--- config.mk ---
export PLATFORM = sky130hd
export DESIGN_NAME = txsr_space_responder
export DESIGN_NICKNAME = d
export VERILOG_FILES = /design/src/rtl/txsr_pkg.sv /design/src/rtl/txsr_fill_tracker.sv /design/src/rtl/txsr_space_judge.sv /design/src/rtl/txsr_poll_delay.sv /design/src/rtl/txsr_space_responder.sv
export SDC_FILE = /design/constraint.sdc
export NUM_CORES = 1
export LEC_CHECK = 0
export BUFFER_PORTS_ARGS = -buffer_cell sky130_fd_sc_hd__buf_2
export CAP_MARGIN = 20
export CORE_UTILIZATION = 54
export CTS_CLUSTER_DIAMETER = 200
export DETAILED_ROUTE_END_ITERATION = 12
export PLACE_DENSITY = 0.87
export SLEW_MARGIN = 20
export SYNTH_ARGS = -nofsm -noshare
export SYNTH_HDL_FRONTEND = slang
export SYNTH_SLANG_ARGS = --single-unit
--- constraint.sdc ---
create_clock -name clk -period 4.35 [get_ports clk]
set_input_delay 0.87 -clock clk [delete_from_list [all_inputs] [get_ports clk]]
set_output_delay 0.87 -clock clk [all_outputs]
set_load 0.005 [all_outputs]
--- src/rtl/txsr_pkg.sv ---
`timescale 1ns/1ps
package txsr_pkg;
  localparam int ADDR_W = 5;
  localparam logic [ADDR_W-1:0] NULL_ADDR = 5'h1F;
  localparam int MAX_POLL_LAT = 2;

  typedef enum logic {
    IF_CELL   = 1'b0,
    IF_PACKET = 1'b1
  } if_mode_e;
endpackage

--- src/rtl/txsr_fill_tracker.sv ---
`timescale 1ns/1ps
module txsr_fill_tracker #(
  parameter int DEPTH = 256,
  parameter int OCC_W = $clog2(DEPTH + 1)
) (
  input  logic             clk,
  input  logic             rst,
  input  logic             wr_stb,
  input  logic             rd_stb,
  output logic [OCC_W-1:0] fill
);
  localparam logic [OCC_W-1:0] FULL = OCC_W'(DEPTH);

  logic is_full, is_empty;
  assign is_full  = (fill == FULL);
  assign is_empty = (fill == '0);

  always_ff @(posedge clk) begin
    if (rst) begin
      fill <= '0;
    end else if (wr_stb && !rd_stb && !is_full) begin
      fill <= fill + 1'b1;
    end else if (rd_stb && !wr_stb && !is_empty) begin
      fill <= fill - 1'b1;
    end
  end
endmodule

--- src/rtl/txsr_space_judge.sv ---
`timescale 1ns/1ps
module txsr_space_judge
  import txsr_pkg::*;
#(
  parameter int DEPTH      = 256,
  parameter int CELL_BYTES = 53,
  parameter int OCC_W      = $clog2(DEPTH + 1)
) (
  input  logic [OCC_W-1:0] fill,
  input  if_mode_e         mode,
  input  logic [OCC_W-1:0] pkt_need,
  output logic             space_ok
);
  localparam logic [OCC_W-1:0] FULL    = OCC_W'(DEPTH);
  localparam logic [OCC_W-1:0] CELL_LV = OCC_W'(CELL_BYTES);

  logic [OCC_W-1:0] free_bytes;
  logic [OCC_W-1:0] need;

  always_comb begin
    free_bytes = FULL - fill;
    need       = (mode == IF_PACKET) ? pkt_need : CELL_LV;
    space_ok   = (free_bytes >= need);
  end
endmodule

--- src/rtl/txsr_poll_delay.sv ---
`timescale 1ns/1ps
module txsr_poll_delay
  import txsr_pkg::*;
#(
  parameter int LAT = MAX_POLL_LAT
) (
  input  logic              clk,
  input  logic              rst,
  input  logic [ADDR_W-1:0] poll_addr,
  input  logic [ADDR_W-1:0] port_addr,
  input  logic              slow,
  output logic              oe
);
  logic           hit;
  logic [LAT-1:0] stage;

  assign hit = (poll_addr == port_addr) && (poll_addr != NULL_ADDR);

  for (genvar i = 0; i < LAT; i++) begin : g_stage
    if (i == 0) begin : g_first
      always_ff @(posedge clk) begin
        if (rst) stage[0] <= 1'b0;
        else     stage[0] <= hit;
      end
    end else begin : g_next
      always_ff @(posedge clk) begin
        if (rst) stage[i] <= 1'b0;
        else     stage[i] <= stage[i-1];
      end
    end
  end

  assign oe = slow ? stage[LAT-1] : stage[0];
endmodule

--- src/rtl/txsr_space_responder.sv ---
`timescale 1ns/1ps
module txsr_space_responder
  import txsr_pkg::*;
#(
  parameter int DEPTH      = 256,
  parameter int CELL_BYTES = 53,
  localparam int OCC_W     = $clog2(DEPTH + 1)
) (
  input  logic             clk,
  input  logic             rst,
  input  logic             mode_pkt,
  input  logic             level3_sel,
  input  logic [4:0]       port_addr,
  input  logic [4:0]       poll_addr,
  input  logic             wr_byte,
  input  logic             rd_byte,
  input  logic [OCC_W-1:0] pkt_need,
  output logic             space_ok,
  output logic             space_oe
);
  logic [OCC_W-1:0] fill;
  if_mode_e         mode;
  logic             slow;

  assign mode = if_mode_e'(mode_pkt);
  assign slow = (mode == IF_PACKET) && level3_sel;

  txsr_fill_tracker #(.DEPTH(DEPTH), .OCC_W(OCC_W)) u_fill (
    .clk(clk), .rst(rst), .wr_stb(wr_byte), .rd_stb(rd_byte), .fill(fill)
  );

  txsr_space_judge #(.DEPTH(DEPTH), .CELL_BYTES(CELL_BYTES), .OCC_W(OCC_W)) u_judge (
    .fill(fill), .mode(mode), .pkt_need(pkt_need), .space_ok(space_ok)
  );

  txsr_poll_delay #(.LAT(MAX_POLL_LAT)) u_poll (
    .clk(clk), .rst(rst), .poll_addr(poll_addr), .port_addr(port_addr),
    .slow(slow), .oe(space_oe)
  );
endmodule

Word-level counts from Yosys, hierarchy flattened
Cells that the tools add are included.

operators by class
  bitwise logic cells = 0
  order comparisons = 1
  equality and inequality tests = 3
  shift-type cells = 0
  mux-type cells = 4
  add/subtract/negate cells = 3
  reduce and logical (&&, ||, !) cells = 12
  div/mod/pow operators = 0
  multiply operators = 0

operators by type and width
  kind                 count
  $mux 9               3
  $add 9x1->9 const B  1
  $eq 9x9->1 const B   1
  $ge 9x9->1           1
  $logic_not 9->1      1
  $sub 9x1->9 const B  1
  $sub 9x9->9 const A  1
  $logic_and 1x1->1    6
  $eq 5x5->1           1
  $ne 5x5->1 const B   1
  $logic_not 1->1      4
  $reduce_bool 2->1    1
  $mux 1               1

word-level totals
  memories kept = 0
  register bits = 11
  output and inout bits = 2
  bits in latches = 0
  bits in writable memories = 0
  ROM bits = 0
  bits of input ports = 25
  logic and storage cells = 26

Logic depth before layout (Yosys ltp)
Gate-level depths: netlist of the first run.

  depth in word-level cells = 5
  depth in mapped cells = 14
  mapped depth without buffers = 14

Cells and area by module
A second synthesis of the first run with hierarchy kept.

unflattened totals
  cell total of the unflattened synthesis = 156
  area, all modules = 1286.2 µm²

modules (own cells, without submodules)
  module                area an instance (µm²)  cells each  times used
  txsr_fill_tracker     772.0                   90          1
  txsr_space_judge      376.6                   51          1
  txsr_poll_delay       131.4                   14          1
  txsr_space_responder  6.3                     1           1

Least setup slack after synthesis of the first run
OpenSTA, ideal clock, no wires.

  path kind = input to output
  start point = in mode_pkt
  end point = out space_ok
  path buffers = 1
  stages on the path = 8
  setup slack = 1.181 ns
  required time = 3.480 ns
  arrival time = 2.299 ns
  cell sequence = clkbuf_1 nand2b_1 ha_1 nand2b_1 a211oi_1 nor4_1 a2111oi_0 o21ai_0

on the way
  longest elaborated chain between the ends = 2

RTL lines
  item                RTL line                    RTL
  start: declaration  txsr_space_responder.sv:11  input logic mode_pkt,
  $mux 9              txsr_space_judge.sv:22      need = (mode == IF_PACKET) ? pkt_need : CELL_LV;
  $ge 9x9->1          txsr_space_judge.sv:23      space_ok = (free_bytes >= need);
  end: declaration    txsr_space_responder.sv:18  output logic space_ok,

No other way between the ends.

Worst setup path in the final report of the first run
  start point = reg u_fill.fill[0]
  end point = out space_ok

on the way
  longest elaborated chain between the ends = 2

RTL lines
  item                      RTL line                 RTL
  start: declaration        txsr_fill_tracker.sv:10  output logic [OCC_W-1:0] fill
  start signal: assignment  txsr_fill_tracker.sv:22  fill <= fill + 1'b1;
  start signal: assignment  txsr_fill_tracker.sv:24  fill <= fill - 1'b1;
  $sub 9x9->9               txsr_space_judge.sv:21   free_bytes = FULL - fill;
  $ge 9x9->1                txsr_space_judge.sv:23

No other way between the ends.

==> summary.txt, run 1 <==
Yosys cell types - 36
Initial antenna violation count - 0
CTS H-Tree Depth - 1
Worst-path maximum fanout - 4
Clk slew on worst S/H paths - 0.07 ns
CP Launch Type - flip-flop
Synth top area share - 0.199
Clk sinks - 11
Cts hold-fix bufs - 0
CP Data Arrival Time - 2.70 ns
Clk_lat worst skew - 0.27 ns
Die area - 2400 sq um
Chip Height - 49.0 um
Hold Crit Depth - 1
Final period util - 0.821
Worst IR Drop VDD - 0.363 mV
Global route overflow - 0
Initial Util - 0.590
Antenna Cells - 0
Setup TNS - 0 ns
First-pass GRT wire length - 4.53 mm
YS warnings - 0
Hpwl dp - 2.05 mm
Worst path required time - 3.48 ns
Drt drc - 0
Internal - 0.493 mW
Max-slew violation count - 0
RSZ-0062 raised after global routing - false
Max Clock Skew - 0.00455 ns
Max Freq - 280 MHz
Syn avg cell area - 8.35 sq um
Share of cells above drive strength 1 - 0.237
CTS tree - done
Flop pwr share - 0.201
Top delay family on crit path - simple AND/OR/NAND/NOR gates
FP Rows - 16
DRT iter0 DRCs - 29
Final setup viols - 0
DR WL/cell - 12.8 um
Slowest stage delay, CP - 0.35 ns
Worst-Margin Slew - 0.541 ns
Storage element area - 220 sq um
Crit path kind - flip-flop to output port
Status - finished, final reports clean
Vias/cell - 5.84
Nets - 215
Lkg Pwr - 0.661 nW
Yosys reg bits - 11
Via count - 1145
Most frequent cells in the layout - 26 x buf_2, 19 x ha_1, 13 x nand2_1
PortBufs - 26
Filler instances - 167
Width of the die - 49.0 um
Layout area overhead - 13.2%
Synthesized cell area - 1190 sq um
Final Util - 0.668
Post-Syn Instances - 143
Vias in the first global route - 1117
Pin count of the biggest net entering global routing - 18
Clock tree buffer depth - 2
Core region area - 2020 sq um
R2R depth - 14
Rel. slew slack - 0.638
Sequential area share after synthesis - 0.184
Largest area contributor in the netlist - ha_1
Clock Tree Root - clkbuf_4
Post-DRT Antenna Nets - 0
Final Hold Viols - 0
Gate power share - 0.722
RePlAce Congestion - 0.990
Min Tclk post-route - 3.57 ns
Critical Path Slowest Stage Cell - or3_1
PwrDens - 693 nW/um^2
WP buf/inv - 2
Clock Power Share - 0.077
Most common library cell in the layout ignoring fill and taps - buf_2
Tot GR Track Use - 0.236
Num CTS Buffers - 3
Cell Chain, Critical Path - inv_1 -> ha_1 -> nand2_1 -> or3_1 -> xor2_1 -> ha_1 -> nand2_1 -> nor4_1 -> a2111oi_0 -> o21ai_0 -> buf_2
Psw - 0.443 mW
Max cap viols - 0
Total setup buffers inserted after CTS - 0
PostCTS Resize Cnt - 0
Critical Path Stages - 11
Switching Fraction - 0.473
HP Class - flip-flop to flip-flop
DR pass1 iterations - 4
Area of the multi-input gates - 915 sq um
Critical path capture point type - output port
DRT Wirelength - 2.51 mm
Synthesized net count - 188
Ports - 27
Synth area leaders - ha_1 20%, dfxtp_1 18%, xnor2_1 5.9%, xor2_1 4.4%, nand2_1 4.1%
-- flip-flops by register name, summed over array words and instances (netlist names) --
name          count
u_poll.stage      2
u_fill.fill       9
-- power groups by stage --
stage | registers [mW] | logic [mW] | clock network (mW)
floorplan | 0.173 | 0.541 | 0
global placement | 0.185 | 0.638 | 0
detailed placement | 0.188 | 0.665 | 0
CTS | 0.187 | 0.673 | 0.0742
global route | 0.195 | 0.786 | 0.0770
finish | 0.188 | 0.676 | 0.0720
-- synth_stat cells --
library cell and instances:
ha_1 19, nand2_1 13, nor2_1 12, dfxtp_1 11, nor3_1 9, a21oi_1 8, xnor2_1 8, xor2_1 6
inv_1 5, a21o_1 4, nor2b_1 4, a31o_2 3, nand2b_1 3, nor3b_1 3, nor4_1 3, o21ai_0 3
a311o_1 2, a31oi_1 2, and4_1 2, and4bb_2 2, clkbuf_1 2, mux2_2 2, mux2i_1 2, nand3_1 2
nand4_1 2, a2111oi_0 1, a211oi_1 1, and3_1 1, buf_6 1, buf_8 1, fa_1 1, inv_4 1
nor2_4 1, o21bai_1 1, or3_1 1, or3b_4 1
-- per-layer routing --
layer,share of wire,track usage,vias to the layer above
met5,0,0,-
li1,-,-,569
met2,0.51,0.424,46
met3,0.062,0.0561,2
met1,0.41,0.289,528
met4,0.010,0.0343,0
-- kinds of logic after synthesis --
| group | after synthesis | share of synthesized area |
|---|---|---|
| AND/OR/NAND/NOR | 59 | 0.271 |
| AO/OA/AOI/OAI | 25 | 0.140 |
| adder cells (fa/ha/maj) | 20 | 0.216 |
| XOR/XNOR | 14 | 0.103 |
| flip-flops | 11 | 0.184 |
| buffers and inverters | 10 | 0.0493 |
| multiplexers | 4 | 0.0356 |
-- area by class of cell --
class	instances	area share
inverter	6	0.0185
tap	27	0.0250
sequential	11	0.163
timing repair buffer	26	0.0963
clock buffer	3	0.0167
multi-input combinational	122	0.677
clock inverter	1	0.00370
-- path summary, 6_finish.rpt --
kind                                      start               to  slack, ns
worst min register to register  u_poll.stage[0]  u_poll.stage[1]       0.48
worst min-delay path            u_poll.stage[0]  u_poll.stage[1]       0.48
worst max-delay path             u_fill.fill[0]         space_ok       0.78
worst max register to register   u_fill.fill[0]   u_fill.fill[6]       0.91
-- stage by stage --
step                      setup slack, ns  std cells  cell area, sq um  hold slack [ns]  total power [mW]
after global routing                0.463        196              1350            0.492              1.06
final                               0.779        196              1350            0.476             0.936
after detailed placement            0.944        192              1320            0.465             0.853
after floorplan                      1.18        143              1190            0.432             0.714
after global placement               1.01        192              1320            0.456             0.823
after CTS                           0.806        196              1350            0.482             0.934
Note: power is estimated with default switching activity, not from simulation.
==> inputs of run 2 (changes only) <==
--- a/config.mk
+++ b/config.mk
@@ -5,9 +5,10 @@
 export SDC_FILE = /design/constraint.sdc
 export NUM_CORES = 1
 export LEC_CHECK = 0
+export ABC_AREA = 1
 export BUFFER_PORTS_ARGS = -buffer_cell sky130_fd_sc_hd__buf_2
 export CAP_MARGIN = 20
-export CORE_UTILIZATION = 54
+export CORE_UTILIZATION = 55
 export CTS_CLUSTER_DIAMETER = 200
 export DETAILED_ROUTE_END_ITERATION = 12
 export PLACE_DENSITY = 0.87
==> constraint.sdc (replaced) <==
create_clock -name clk -period 3.4 [get_ports clk]
set_input_delay 0.68 -clock clk [delete_from_list [all_inputs] [get_ports clk]]
set_output_delay 0.68 -clock clk [all_outputs]
set_load 0.005 [all_outputs]
==> run 2 against run 1 <==
Sequential share of layout area decreased by 1.7 points. Non-clock buffer count unchanged. Die area increased by 8.2%. Combinational power decreased by 25%. Global-route usage increased by 1.0 points. Hold slack got worse by 0.041 ns. Via count increased by 18%. Critical path depth increased by 2. Clock skew increased by 0.0057 ns. Largest power group unchanged.
==> summary.txt, run 2 <==
Status - finished, final reports clean
Post-DRT Antenna Nets - 0
Cell Chain, Critical Path - inv_2 -> ha_2 -> nand3_1 -> nor2_1 -> nand2_1 -> nor3_2 -> ha_1 -> inv_1 -> ha_1 -> a21oi_1 -> o21a_1 -> o2111ai_1 -> buf_2
Synthesized cell area - 1320 sq um
Async set-reset flop share out of synthesis - 0
Final period util - 0.933
Initial antenna violation count - 0
Synth top area share - 0.180
Cts hold-fix bufs - 0
RePlAce Congestion - 0.785
Vias in the first global route - 1303
CP Data Arrival Time - 2.49 ns
Nets - 280
DRT Wirelength - 2.78 mm
Drt drc - 0
Sequential area share after synthesis - 0.167
Lkg Pwr - 0.859 nW
Filler instances - 212
Num CTS Buffers - 3
Slowest stage delay, CP - 0.34 ns
Yosys cell types - 28
Tot GR Track Use - 0.246
Global route overflow - 0
Width of the die - 51.0 um
Antenna Cells - 0
Most frequent cell on the critical path - ha_1
Ports - 27
Synthesized net count - 250
Post-route insts no fill - 262
Area of the multi-input gates - 952 sq um
Crit path kind - flip-flop to output port
Max-slew violation count - 0
Post-Syn Instances - 205
Worst-path maximum fanout - 4
Share of cells above drive strength 1 - 0.201
Storage element area - 220 sq um
Post-route total power - 0.785 mW
Most common library cell in the layout ignoring fill and taps - nand2_1
Yosys reg bits - 11
Reg-to-Reg Start - u_fill.fill[0]
CTS tree - done
Chip Height - 51.0 um
Die area - 2600 sq um
Final setup margin - 0.227 ns
Critical path capture point type - output port
PortBufs - 26
Clk_lat worst skew - 0.28 ns
Setup TNS - 0 ns
Largest area contributor in the netlist - ha_1
Max Freq - 315 MHz
Clk slew on worst S/H paths - 0.06 ns
Top delay family on crit path - adder cells
Final setup viols - 0
DRT iter0 DRCs - 39
Critical path origin - u_fill.fill[0]
Setup Slack @ Placement - 0.440 ns
Pin count of the biggest net entering global routing - 16
DR pass1 iterations - 4
Worst path required time - 2.72 ns
Worst IR Drop VDD - 0.306 mV
PwrDens - 520 nW/um^2
Final Hold Viols - 0
Worst-Margin Slew - 0.279 ns
Max cap viols - 0
List of most frequent post-synthesis cells - 49 x nand2_1, 35 x inv_1, 19 x ha_1
WP buf/inv - 3
First-pass GRT wire length - 4.97 mm
Most frequent cells in the layout - 49 x nand2_1, 35 x inv_1, 26 x buf_2
Syn avg cell area - 6.44 sq um
YS warnings - 0
Clock Tree Root - clkbuf_4
HP Class - flip-flop to flip-flop
Most instantiated library cell after synthesis - nand2_1
EDFF count, synth - 0
Fin area - 1510 sq um
FP Rows - 17
Hpwl dp - 2.26 mm
Min Tclk post-route - 3.17 ns
Max Clock Skew - 0.0103 ns
DR WL/cell - 10.6 um
Layout area overhead - 14.4%
Initial Util - 0.591
Dpl cells - 258
Clock tree buffer depth - 2
Critical Path Slowest Stage Cell - dfxtp_1
CTS H-Tree Depth - 1
Primary FF master, synth - dfxtp_1
CP Launch Type - flip-flop
Biggest regs - u_fill.fill: 9 flops, u_poll.stage: 2 flops
Clk sinks - 11
Max FFs per register - 9
Core region area - 2230 sq um
Via count - 1346
Largest Register - u_fill.fill
HP Start - u_poll.stage[0]
Cell Area, Placed - 1470 sq um
Rel. slew slack - 0.814
Synth area leaders - ha_1 18%, dfxtp_1 17%, nand2_1 14%, inv_1 10%, nand3_1 5.3%
Vias/cell - 5.14
-- run 2: cell count changes after synthesis, sizes merged, moves of 4 or more --
cell / before / now
nand2: 13 / 54
inv: 6 / 39
nand3: 2 / 15
nor2: 13 / 19
nor3: 9 / 4
o21ai: 3 / 8
a21o: 4 / 0
nor2b: 4 / 0
or2: 0 / 4
xnor2: 8 / 4
-- run 2: per-layer routing --
layer | track usage | up-vias | wire [um]
met5 | 0 | - | 0
met4 | 0.0324 | 0 | 5
met3 | 0.0625 | 2 | 124
met2 | 0.474 | 36 | 1360
met1 | 0.273 | 593 | 1280
li1 | - | 715 | -
-- run 2: final timing paths --
check | depth (start not counted) | endpoint | slack, ns
max | 13 | space_ok | 0.23
min | 2 | u_poll.stage[1] | 0.44
max reg2reg | 19 | u_fill.fill[8] | 0.59
min reg2reg | 2 | u_poll.stage[1] | 0.44
-- run 2: report_power, final --
group	switching, mW	total, mW	internal (mW)
registers	0.0296	0.181	0.152
logic	0.294	0.510	0.216
clock network	0.0482	0.0937	0.0456
total	0.372	0.785	0.413
-- run 2: worst register-to-register path, delay by kind of cell, from the launching register on --
kind	cells	cell delay [ns]
buf+inv	3	0.25
fa+ha+maj	3	0.83
flops	1	0.34
compound gates	1	0.15
simple gates	12	1.15
-- run 2: layout make-up --
| type | count | share of cell area |
|---|---|---|
| inverters | 39 | 0.0969 |
| clock buffers | 4 | 0.0174 |
| flip-flops and latches | 11 | 0.146 |
| repair buffers | 26 | 0.0862 |
| well taps | 28 | 0.0232 |
| multi-input cells | 154 | 0.630 |
-- run 2: cell families after synthesis --
family / share of synthesized area
AOI/OAI and AO/OA: 0.0957
and+or+nand+nor: 0.350
buffers and inverters: 0.119
adders and majority gates: 0.195
xor gates and xnor gates: 0.0730
DFF: 0.167
-- run 2: per-stage QoR --
stage                     hold slack, ns   util
after detailed placement           0.429  0.660
final                              0.435  0.676
after global routing               0.474  0.676
after CTS                          0.440  0.672
after floorplan                    0.410      -
after global placement             0.428  0.660
-- run 2: repair_timing --
| item | 4_1_cts | 5_1_grt |
|---|---|---|
| setup buffers | 0 | 0 |
| endpoints found under the setup margin | 0 | 1 |
| endpoints found under the hold margin | 0 | 0 |
| resized for setup | 0 | 3 |
